===== src/rtl/fsam_pkg.sv =====
// Package: shared types for the frame sync alignment monitor.
// Assumes: nothing beyond IEEE 1800-2017.
package fsam_pkg;

    // Control states: waiting for lock, waiting for an aligning sync, running.
    typedef enum logic [1:0] {
        ST_UNLOCKED = 2'd0,
        ST_ALIGN    = 2'd1,
        ST_RUN      = 2'd2
    } fsam_state_e;

endpackage


===== src/rtl/fsam_ctrl.sv =====
// Module: fsam_ctrl
// Decides when the frame is (re)aligned and when an input sync is only measured.
// It tracks lock, the start-up and relock alignment, and a held realign request.
// Assumes: sync_in and realign_req are single-cycle pulses in the clk domain.
module fsam_ctrl
    import fsam_pkg::*;
(
    input  logic clk,
    input  logic rst_n,
    input  logic sync_in,
    input  logic pll_locked,
    input  logic realign_req,
    output logic run,
    output logic align,
    output logic measure,
    output logic clear
);

    fsam_state_e state_q, state_d;
    logic        pend_q;

    // Classify the current input sync as an aligning event or a measurement.
    always_comb begin
        align   = 1'b0;
        measure = 1'b0;
        if (pll_locked && sync_in) begin
            if (state_q == ST_ALIGN) begin
                align = 1'b1;
            end else if (state_q == ST_RUN) begin
                if (pend_q || realign_req) begin
                    align = 1'b1;
                end else begin
                    measure = 1'b1;
                end
            end
        end
    end

    // Clear the measured offset on realignment and for as long as lock is missing.
    always_comb begin
        clear = align || !pll_locked;
    end

    // Next-state choice for the lock and alignment sequence.
    always_comb begin
        state_d = state_q;
        if (!pll_locked) begin
            state_d = ST_UNLOCKED;
        end else begin
            unique case (state_q)
                ST_UNLOCKED: state_d = ST_ALIGN;
                ST_ALIGN:    if (align) state_d = ST_RUN;
                ST_RUN:      state_d = ST_RUN;
                default:     state_d = ST_UNLOCKED;
            endcase
        end
    end

    // State register; reset starts from the unlocked state.
    always_ff @(posedge clk) begin
        if (!rst_n) begin
            state_q <= ST_UNLOCKED;
        end else begin
            state_q <= state_d;
        end
    end

    // Hold a realign request until an aligning sync uses it or lock drops.
    always_ff @(posedge clk) begin
        if (!rst_n) begin
            pend_q <= 1'b0;
        end else if (!pll_locked || align) begin
            pend_q <= 1'b0;
        end else if (realign_req) begin
            pend_q <= 1'b1;
        end
    end

    // Frame counter runs only in the aligned state.
    always_comb begin
        run = (state_q == ST_RUN);
    end

    AST_ALIGN_ENTERS_RUN: assert property (@(posedge clk) disable iff (!rst_n)
        align |=> (state_q == ST_RUN));
    AST_RELOCK_NEEDS_ALIGN: assert property (@(posedge clk) disable iff (!rst_n)
        $rose(pll_locked) |=> (state_q != ST_RUN));
    AST_UNLOCK_DROPS_RUN: assert property (@(posedge clk) disable iff (!rst_n)
        !pll_locked |=> (state_q == ST_UNLOCKED));

endmodule


===== src/rtl/fsam_frame_counter.sv =====
// Module: fsam_frame_counter
// Counts fast-clock cycles within the output frame and marks position 0.
// Assumes: FRAME_LEN >= 4; align restarts the frame at position 0.
module fsam_frame_counter #(
    parameter int FRAME_LEN = 16,
    parameter int CNT_W     = $clog2(FRAME_LEN)
) (
    input  logic             clk,
    input  logic             rst_n,
    input  logic             run,
    input  logic             align,
    output logic [CNT_W-1:0] pos,
    output logic             at_start
);

    localparam logic [CNT_W-1:0] LAST = CNT_W'(FRAME_LEN - 1);

    logic [CNT_W-1:0] cnt_q;

    // Frame position: restart on align, wrap at the frame end, park at zero when idle.
    always_ff @(posedge clk) begin
        if (!rst_n) begin
            cnt_q <= '0;
        end else if (align) begin
            cnt_q <= '0;
        end else if (run) begin
            cnt_q <= (cnt_q == LAST) ? '0 : cnt_q + 1'b1;
        end else begin
            cnt_q <= '0;
        end
    end

    // Expose the position and the frame-start marker.
    always_comb begin
        pos      = cnt_q;
        at_start = (cnt_q == '0);
    end

    AST_FIXED_FRAME: assert property (@(posedge clk) disable iff (!rst_n)
        (run && $past(run) && !$past(align) && (cnt_q == '0)) |-> ($past(cnt_q) == LAST));

endmodule


===== src/rtl/fsam_phase_meter.sv =====
// Module: fsam_phase_meter
// Turns the frame position of a measured input sync into a signed offset to the
// nearest output pulse, and keeps the alarm for offsets beyond the limit.
// Assumes: measure and clear never need to act in the same cycle (clear wins).
module fsam_phase_meter #(
    parameter int FRAME_LEN   = 16,
    parameter int CNT_W       = $clog2(FRAME_LEN),
    parameter int ALARM_LIMIT = 2
) (
    input  logic             clk,
    input  logic             rst_n,
    input  logic             measure,
    input  logic             clear,
    input  logic [CNT_W-1:0] pos,
    output logic             alarm
);

    localparam int ERR_W = CNT_W + 1;
    localparam int HALF  = FRAME_LEN / 2;
    localparam int LAST  = FRAME_LEN - 1;

    logic signed [ERR_W-1:0] err_q, err_d;
    logic                    alarm_q, alarm_d;

    // Signed offset: late inputs count up from +1, early inputs count down from 0.
    function automatic logic signed [ERR_W-1:0] pos_to_err(input logic [CNT_W-1:0] c);
        if (int'(c) < HALF) begin
            return ERR_W'(int'(c) + 1);
        end
        return ERR_W'(int'(c) - LAST);
    endfunction

    // New offset and alarm for the current measurement.
    always_comb begin
        err_d   = pos_to_err(pos);
        alarm_d = (int'(err_d) > ALARM_LIMIT) || (int'(err_d) < -ALARM_LIMIT);
    end

    // Offset and alarm registers: cleared on realign or unlock, updated per measurement.
    always_ff @(posedge clk) begin
        if (!rst_n) begin
            err_q   <= '0;
            alarm_q <= 1'b0;
        end else if (clear) begin
            err_q   <= '0;
            alarm_q <= 1'b0;
        end else if (measure) begin
            err_q   <= err_d;
            alarm_q <= alarm_d;
        end
    end

    // Drive the alarm output.
    always_comb begin
        alarm = alarm_q;
    end

    AST_CLEAR_DROPS_ALARM: assert property (@(posedge clk) disable iff (!rst_n)
        clear |=> (!alarm_q && (err_q == '0)));
    AST_IN_PHASE_QUIET: assert property (@(posedge clk) disable iff (!rst_n)
        (measure && !clear && (int'(pos) == LAST)) |=> (!alarm_q && (err_q == '0)));
    AST_ERR_BOUNDED: assert property (@(posedge clk) disable iff (!rst_n)
        (int'(err_q) <= HALF) && (int'(err_q) > -HALF));

endmodule


===== src/rtl/fsync_align_monitor.sv =====
// Module: fsync_align_monitor (top)
// Generates the output frame sync from the fast clock, aligns it to the active
// input sync at start-up, relock or on request, and flags accumulated drift.
// Assumes: all inputs are synchronous to clk; lock gates both outputs directly.
module fsync_align_monitor #(
    parameter int FRAME_LEN   = 16,
    parameter int ALARM_LIMIT = 2
) (
    input  logic clk,
    input  logic rst_n,
    input  logic sync_in,
    input  logic pll_locked,
    input  logic realign_req,
    output logic fsync_out,
    output logic align_alarm
);

    localparam int CNT_W = $clog2(FRAME_LEN);

    logic             run, align, measure, clear;
    logic [CNT_W-1:0] pos;
    logic             at_start;
    logic             alarm_raw;

    fsam_ctrl u_ctrl (
        .clk        (clk),
        .rst_n      (rst_n),
        .sync_in    (sync_in),
        .pll_locked (pll_locked),
        .realign_req(realign_req),
        .run        (run),
        .align      (align),
        .measure    (measure),
        .clear      (clear)
    );

    fsam_frame_counter #(
        .FRAME_LEN(FRAME_LEN),
        .CNT_W    (CNT_W)
    ) u_cnt (
        .clk     (clk),
        .rst_n   (rst_n),
        .run     (run),
        .align   (align),
        .pos     (pos),
        .at_start(at_start)
    );

    fsam_phase_meter #(
        .FRAME_LEN  (FRAME_LEN),
        .CNT_W      (CNT_W),
        .ALARM_LIMIT(ALARM_LIMIT)
    ) u_meter (
        .clk    (clk),
        .rst_n  (rst_n),
        .measure(measure),
        .clear  (clear),
        .pos    (pos),
        .alarm  (alarm_raw)
    );

    // Outputs are gated by lock so that an unlock silences them in the same cycle.
    always_comb begin
        fsync_out   = run && at_start && pll_locked;
        align_alarm = alarm_raw && pll_locked;
    end

    AST_NO_ALARM_UNALIGNED: assert property (@(posedge clk) disable iff (!rst_n)
        !run |-> !align_alarm);
    AST_SYNC_IGNORED_UNLOCKED: assert property (@(posedge clk) disable iff (!rst_n)
        (!pll_locked && sync_in) |=> !run);

endmodule


===== config.mk =====
export PLATFORM = sky130hd
export DESIGN_NAME = fsync_align_monitor
export DESIGN_NICKNAME = d
export VERILOG_FILES = /design/src/rtl/fsam_pkg.sv /design/src/rtl/fsam_ctrl.sv /design/src/rtl/fsam_frame_counter.sv /design/src/rtl/fsam_phase_meter.sv /design/src/rtl/fsync_align_monitor.sv
export SDC_FILE = /design/constraint.sdc
export NUM_CORES = 1
export LEC_CHECK = 0
export BUFFER_PORTS_ARGS = -buffer_cell sky130_fd_sc_hd__buf_2
export CORE_AREA = 2 2 39 41
export DETAILED_ROUTE_END_ITERATION = 10
export DIE_AREA = 0 0 41 43
export PLACE_DENSITY = 0.63
export SYNTH_ARGS = -nofsm -noshare
export SYNTH_HDL_FRONTEND = slang
export SYNTH_HIERARCHICAL = 1
export SYNTH_SLANG_ARGS = --single-unit

===== constraint.sdc =====
create_clock -name clk -period 1.7 [get_ports clk]
set_clock_uncertainty 0.05 [all_clocks]
set_input_delay 0.085 -clock clk [delete_from_list [all_inputs] [get_ports clk]]
set_output_delay 0.085 -clock clk [all_outputs]
set_load 0.02 [all_outputs]

==> impl_metrics.env <==
export IMPL_synth_common_cells="10 x nor2_1, 8 x dfxtp_1, 8 x inv_1"
export IMPL_final_hold_viol_count=0
export IMPL_nets=87
export IMPL_portBuffers=6
export IMPL_r2r_slack_ps=160
export IMPL_core_area_mm2=0.00138
export IMPL_ys_top_cells_by_area="dfxtp_1 29%, ha_1 16%, nor2_1 6.8%, inv_1 5.5%, mux2i_1 3.6%"
export IMPL_dieArea_mm2=0.00176
export IMPL_cts_max_path_buffers=2
export IMPL_antenna_cells=0
export IMPL_htreeDepth=1
export IMPL_setup_violations=0
export IMPL_track_usage=0.138
export IMPL_grt_pass1_wl_mm=1.55
export IMPL_cts_buffers=3
export IMPL_die_w_um=41
export IMPL_slew_viol_final=0
export IMPL_r2r_start="u_ctrl/state_q[0]$_SDFFE_PN0P_"
export IMPL_p_leak_nw=0.294
export IMPL_maxCapViolCount=0
export IMPL_detail_route_iter0_violations=5
export IMPL_cts_tree="done"
export IMPL_ios=7
export IMPL_initial_core_util=0.398
export IMPL_setup_tns_final_ps=0
export IMPL_critPathMaxStageDelay_ps=350
export IMPL_stdcell_count=89
export IMPL_power_density_mw_per_mm2=615
export IMPL_synth_warning_count=6
export IMPL_path_class="flip-flop to flip-flop"
export IMPL_post_route_cell_area_um2=636
export IMPL_final_fill_count=145
export IMPL_min_period_over_period=0.907
export IMPL_worstHoldPathType="input pin to flip-flop"
export IMPL_drcViolationCount=0
export IMPL_grt_pass1_vias=388
export IMPL_setup_slack_ps=158
export IMPL_rsz0062_at_grt="false"
export IMPL_dp_slack_ps=53.8
export IMPL_via_per_inst=4.80
export IMPL_place_hpwl_um=699
export IMPL_yosysMostFrequentCell="nor2_1"
export IMPL_dpl_cell_area_um2=601
export IMPL_timing_fmax_mhz=648
export IMPL_synth_nets=76
export IMPL_r2r_end="u_meter/alarm$_SDFFE_PP0P_"
export IMPL_critPathSlowestCell="dfxtp_1"
export IMPL_syn_inst=64
export IMPL_synthArstFlopShare=0
export IMPL_final_layout_size_suffix_gt1_frac=0.233
export IMPL_synth_top_area_cell="dfxtp_1"
export IMPL_peakVddDrop_mv=0.304
export IMPL_worstPathArrival_ps=1690
export IMPL_cts_sinks=8
export IMPL_cp_cell_sequence="inv_1 -> ha_2 -> a21oi_2 -> o21ai_1 -> nor4bb_2 -> nor2_1 -> a2bb2oi_1"
export IMPL_synth_seq_cells=8
export IMPL_startpoint="u_ctrl/state_q[0]$_SDFFE_PN0P_"
export IMPL_syn_to_final_growth_pct=15.5
export IMPL_final_antenna_net_count=0
export IMPL_placed_cells=86
export IMPL_fp_row_count=14
export IMPL_antenna_found_initial=0
export IMPL_worstPathRequired_ps=1850
export IMPL_crit_path_end="u_meter/alarm$_SDFFE_PP0P_"
export IMPL_status="finished, final reports clean"
export IMPL_synth_edf_count=0
export IMPL_gp_congestion=0.716
export IMPL_synth_main_ff_cell="dfxtp_1"
export IMPL_dr_pass1_iters=4
export IMPL_grt_overflow_total=0
export IMPL_fin_crit_ps=1540
export IMPL_grt_max_degree=10
export IMPL_synth_cell_types=28
export IMPL_synth_top_area_share=0.291
export IMPL_clk_pin_slew_ps=60
export IMPL_routed_wl_um=926
export IMPL_syn_area_per_cell_um2=8.60
export IMPL_slew_headroom=0.804
export IMPL_fp_dieH_um=43
export IMPL_clock_latency_ps=270
export IMPL_ys_seq_area_frac=0.291
export IMPL_synth_area_um2=551
export IMPL_worstSetupStartpointType="flip-flop"
export IMPL_root_buffer="clkbuf_4"
export IMPL_via_count=427
export IMPL_ff2ff_path_depth=7
export IMPL_end_kind="flip-flop"
export IMPL_post_cts_buffers=0
export IMPL_worst_pin_slew_ps=293
export IMPL_routedWlPerCell_um=10.4
export IMPL_crit_fanout=5
logic make-up (layout without fill, tap and decap cells):
logic type               after synthesis  count (layout)  share of synthesized area
buffers and inverters                  8              17                     0.0545
multiplexers                           2               2                     0.0364
AO/OA/AOI/OAI                         10              10                      0.111
adder cells (fa/ha/maj)                7               7                      0.159
XOR/XNOR                               2               2                     0.0318
AND/OR/NAND/NOR                       27              27                      0.316
flip-flops                             8               8                      0.291
timing repair:
| item | CTS | global route |
|---|---|---|
| setup endpoints to repair | 0 | 1 |
| resized for setup | 0 | 3 |
| hold buffers | 0 | 0 |
placed cells by master (no fill, tap or decap), types with 2 or more instances in the layout:
cell type  instances
buf_2              6
clkbuf_4           3
dfxtp_1            8
ha_1               6
inv_1              8
mux2i_1            2
nand2_1            2
nand2b_1           3
nor2_1            10
o21ai_0            2
o21ai_1            2
power by group:
part	total (W)	internal (W)	switching [W]
Combinational	0.0000444	0.0000211	0.0000233
Clock	0.000152	0.0000812	0.0000705
Sequential	0.000195	0.000192	0.00000313
state kept, by name, indices dropped and copies added, names as in the netlist:
register and flops:
u_meter/alarm 1, u_cnt/pos 4, u_ctrl/pend_q 1, u_ctrl/state_q 2
routing by layer:
layer | global-route usage | routed length [um] | vias to the layer above
met4 | 0.0600 | 17 | 0
met5 | 0 | 0 | -
met3 | 0.0942 | 67 | 3
met2 | 0.197 | 395 | 12
met1 | 0.153 | 446 | 179
li1 | - | - | 233
how the worst min path moves through the flow:
| stage | start | slack (ps) | endpoint | depth (start not counted) |
|---|---|---|---|---|
| 5_1_grt | rst_n | 40 | u_cnt/pos[2]$_SDFF_PP0_ | 3 |
| 4_1_cts | rst_n | 50 | u_cnt/pos[2]$_SDFF_PP0_ | 3 |
| 6_report | rst_n | 50 | u_cnt/pos[2]$_SDFF_PP0_ | 3 |
| 2_1_floorplan | rst_n | 170 | u_cnt/pos[2]$_SDFF_PP0_ | 2 |
| 3_5_place_dp | rst_n | 330 | u_cnt/pos[2]$_SDFF_PP0_ | 3 |
| 3_3_place_gp | rst_n | 330 | u_cnt/pos[2]$_SDFF_PP0_ | 3 |
critical path, delay by kind of cell, from the launching register on:
family                     cells  cell delay [ps]
AOI/OAI and AO/OA              3              370
adders and majority gates      1              230
and+or+nand+nor                2              410
DFF                            1              350
buffers and inverters          1               70
final cells by class:
type / count / area, um2 / area share
inverter: 8 / 30.0 / 0.0472
tap: 16 / 20.0 / 0.0315
sequential: 8 / 160 / 0.252
clock buffer: 3 / 22.5 / 0.0354
timing repair buffer: 6 / 30.0 / 0.0472
multi-input combinational: 48 / 373 / 0.587
per-stage QoR:
stage | utilization | total power [W] | hold WS (ps)
2_1_floorplan | - | 0.000228 | 171
3_3_place_gp | 0.434 | 0.000241 | 332
3_5_place_dp | 0.434 | 0.000241 | 334
4_1_cts | 0.450 | 0.000393 | 51.3
5_1_grt | 0.459 | 0.000415 | 43.1
6_report | 0.459 | 0.000391 | 53.6
(Power assumes the default switching activity.)
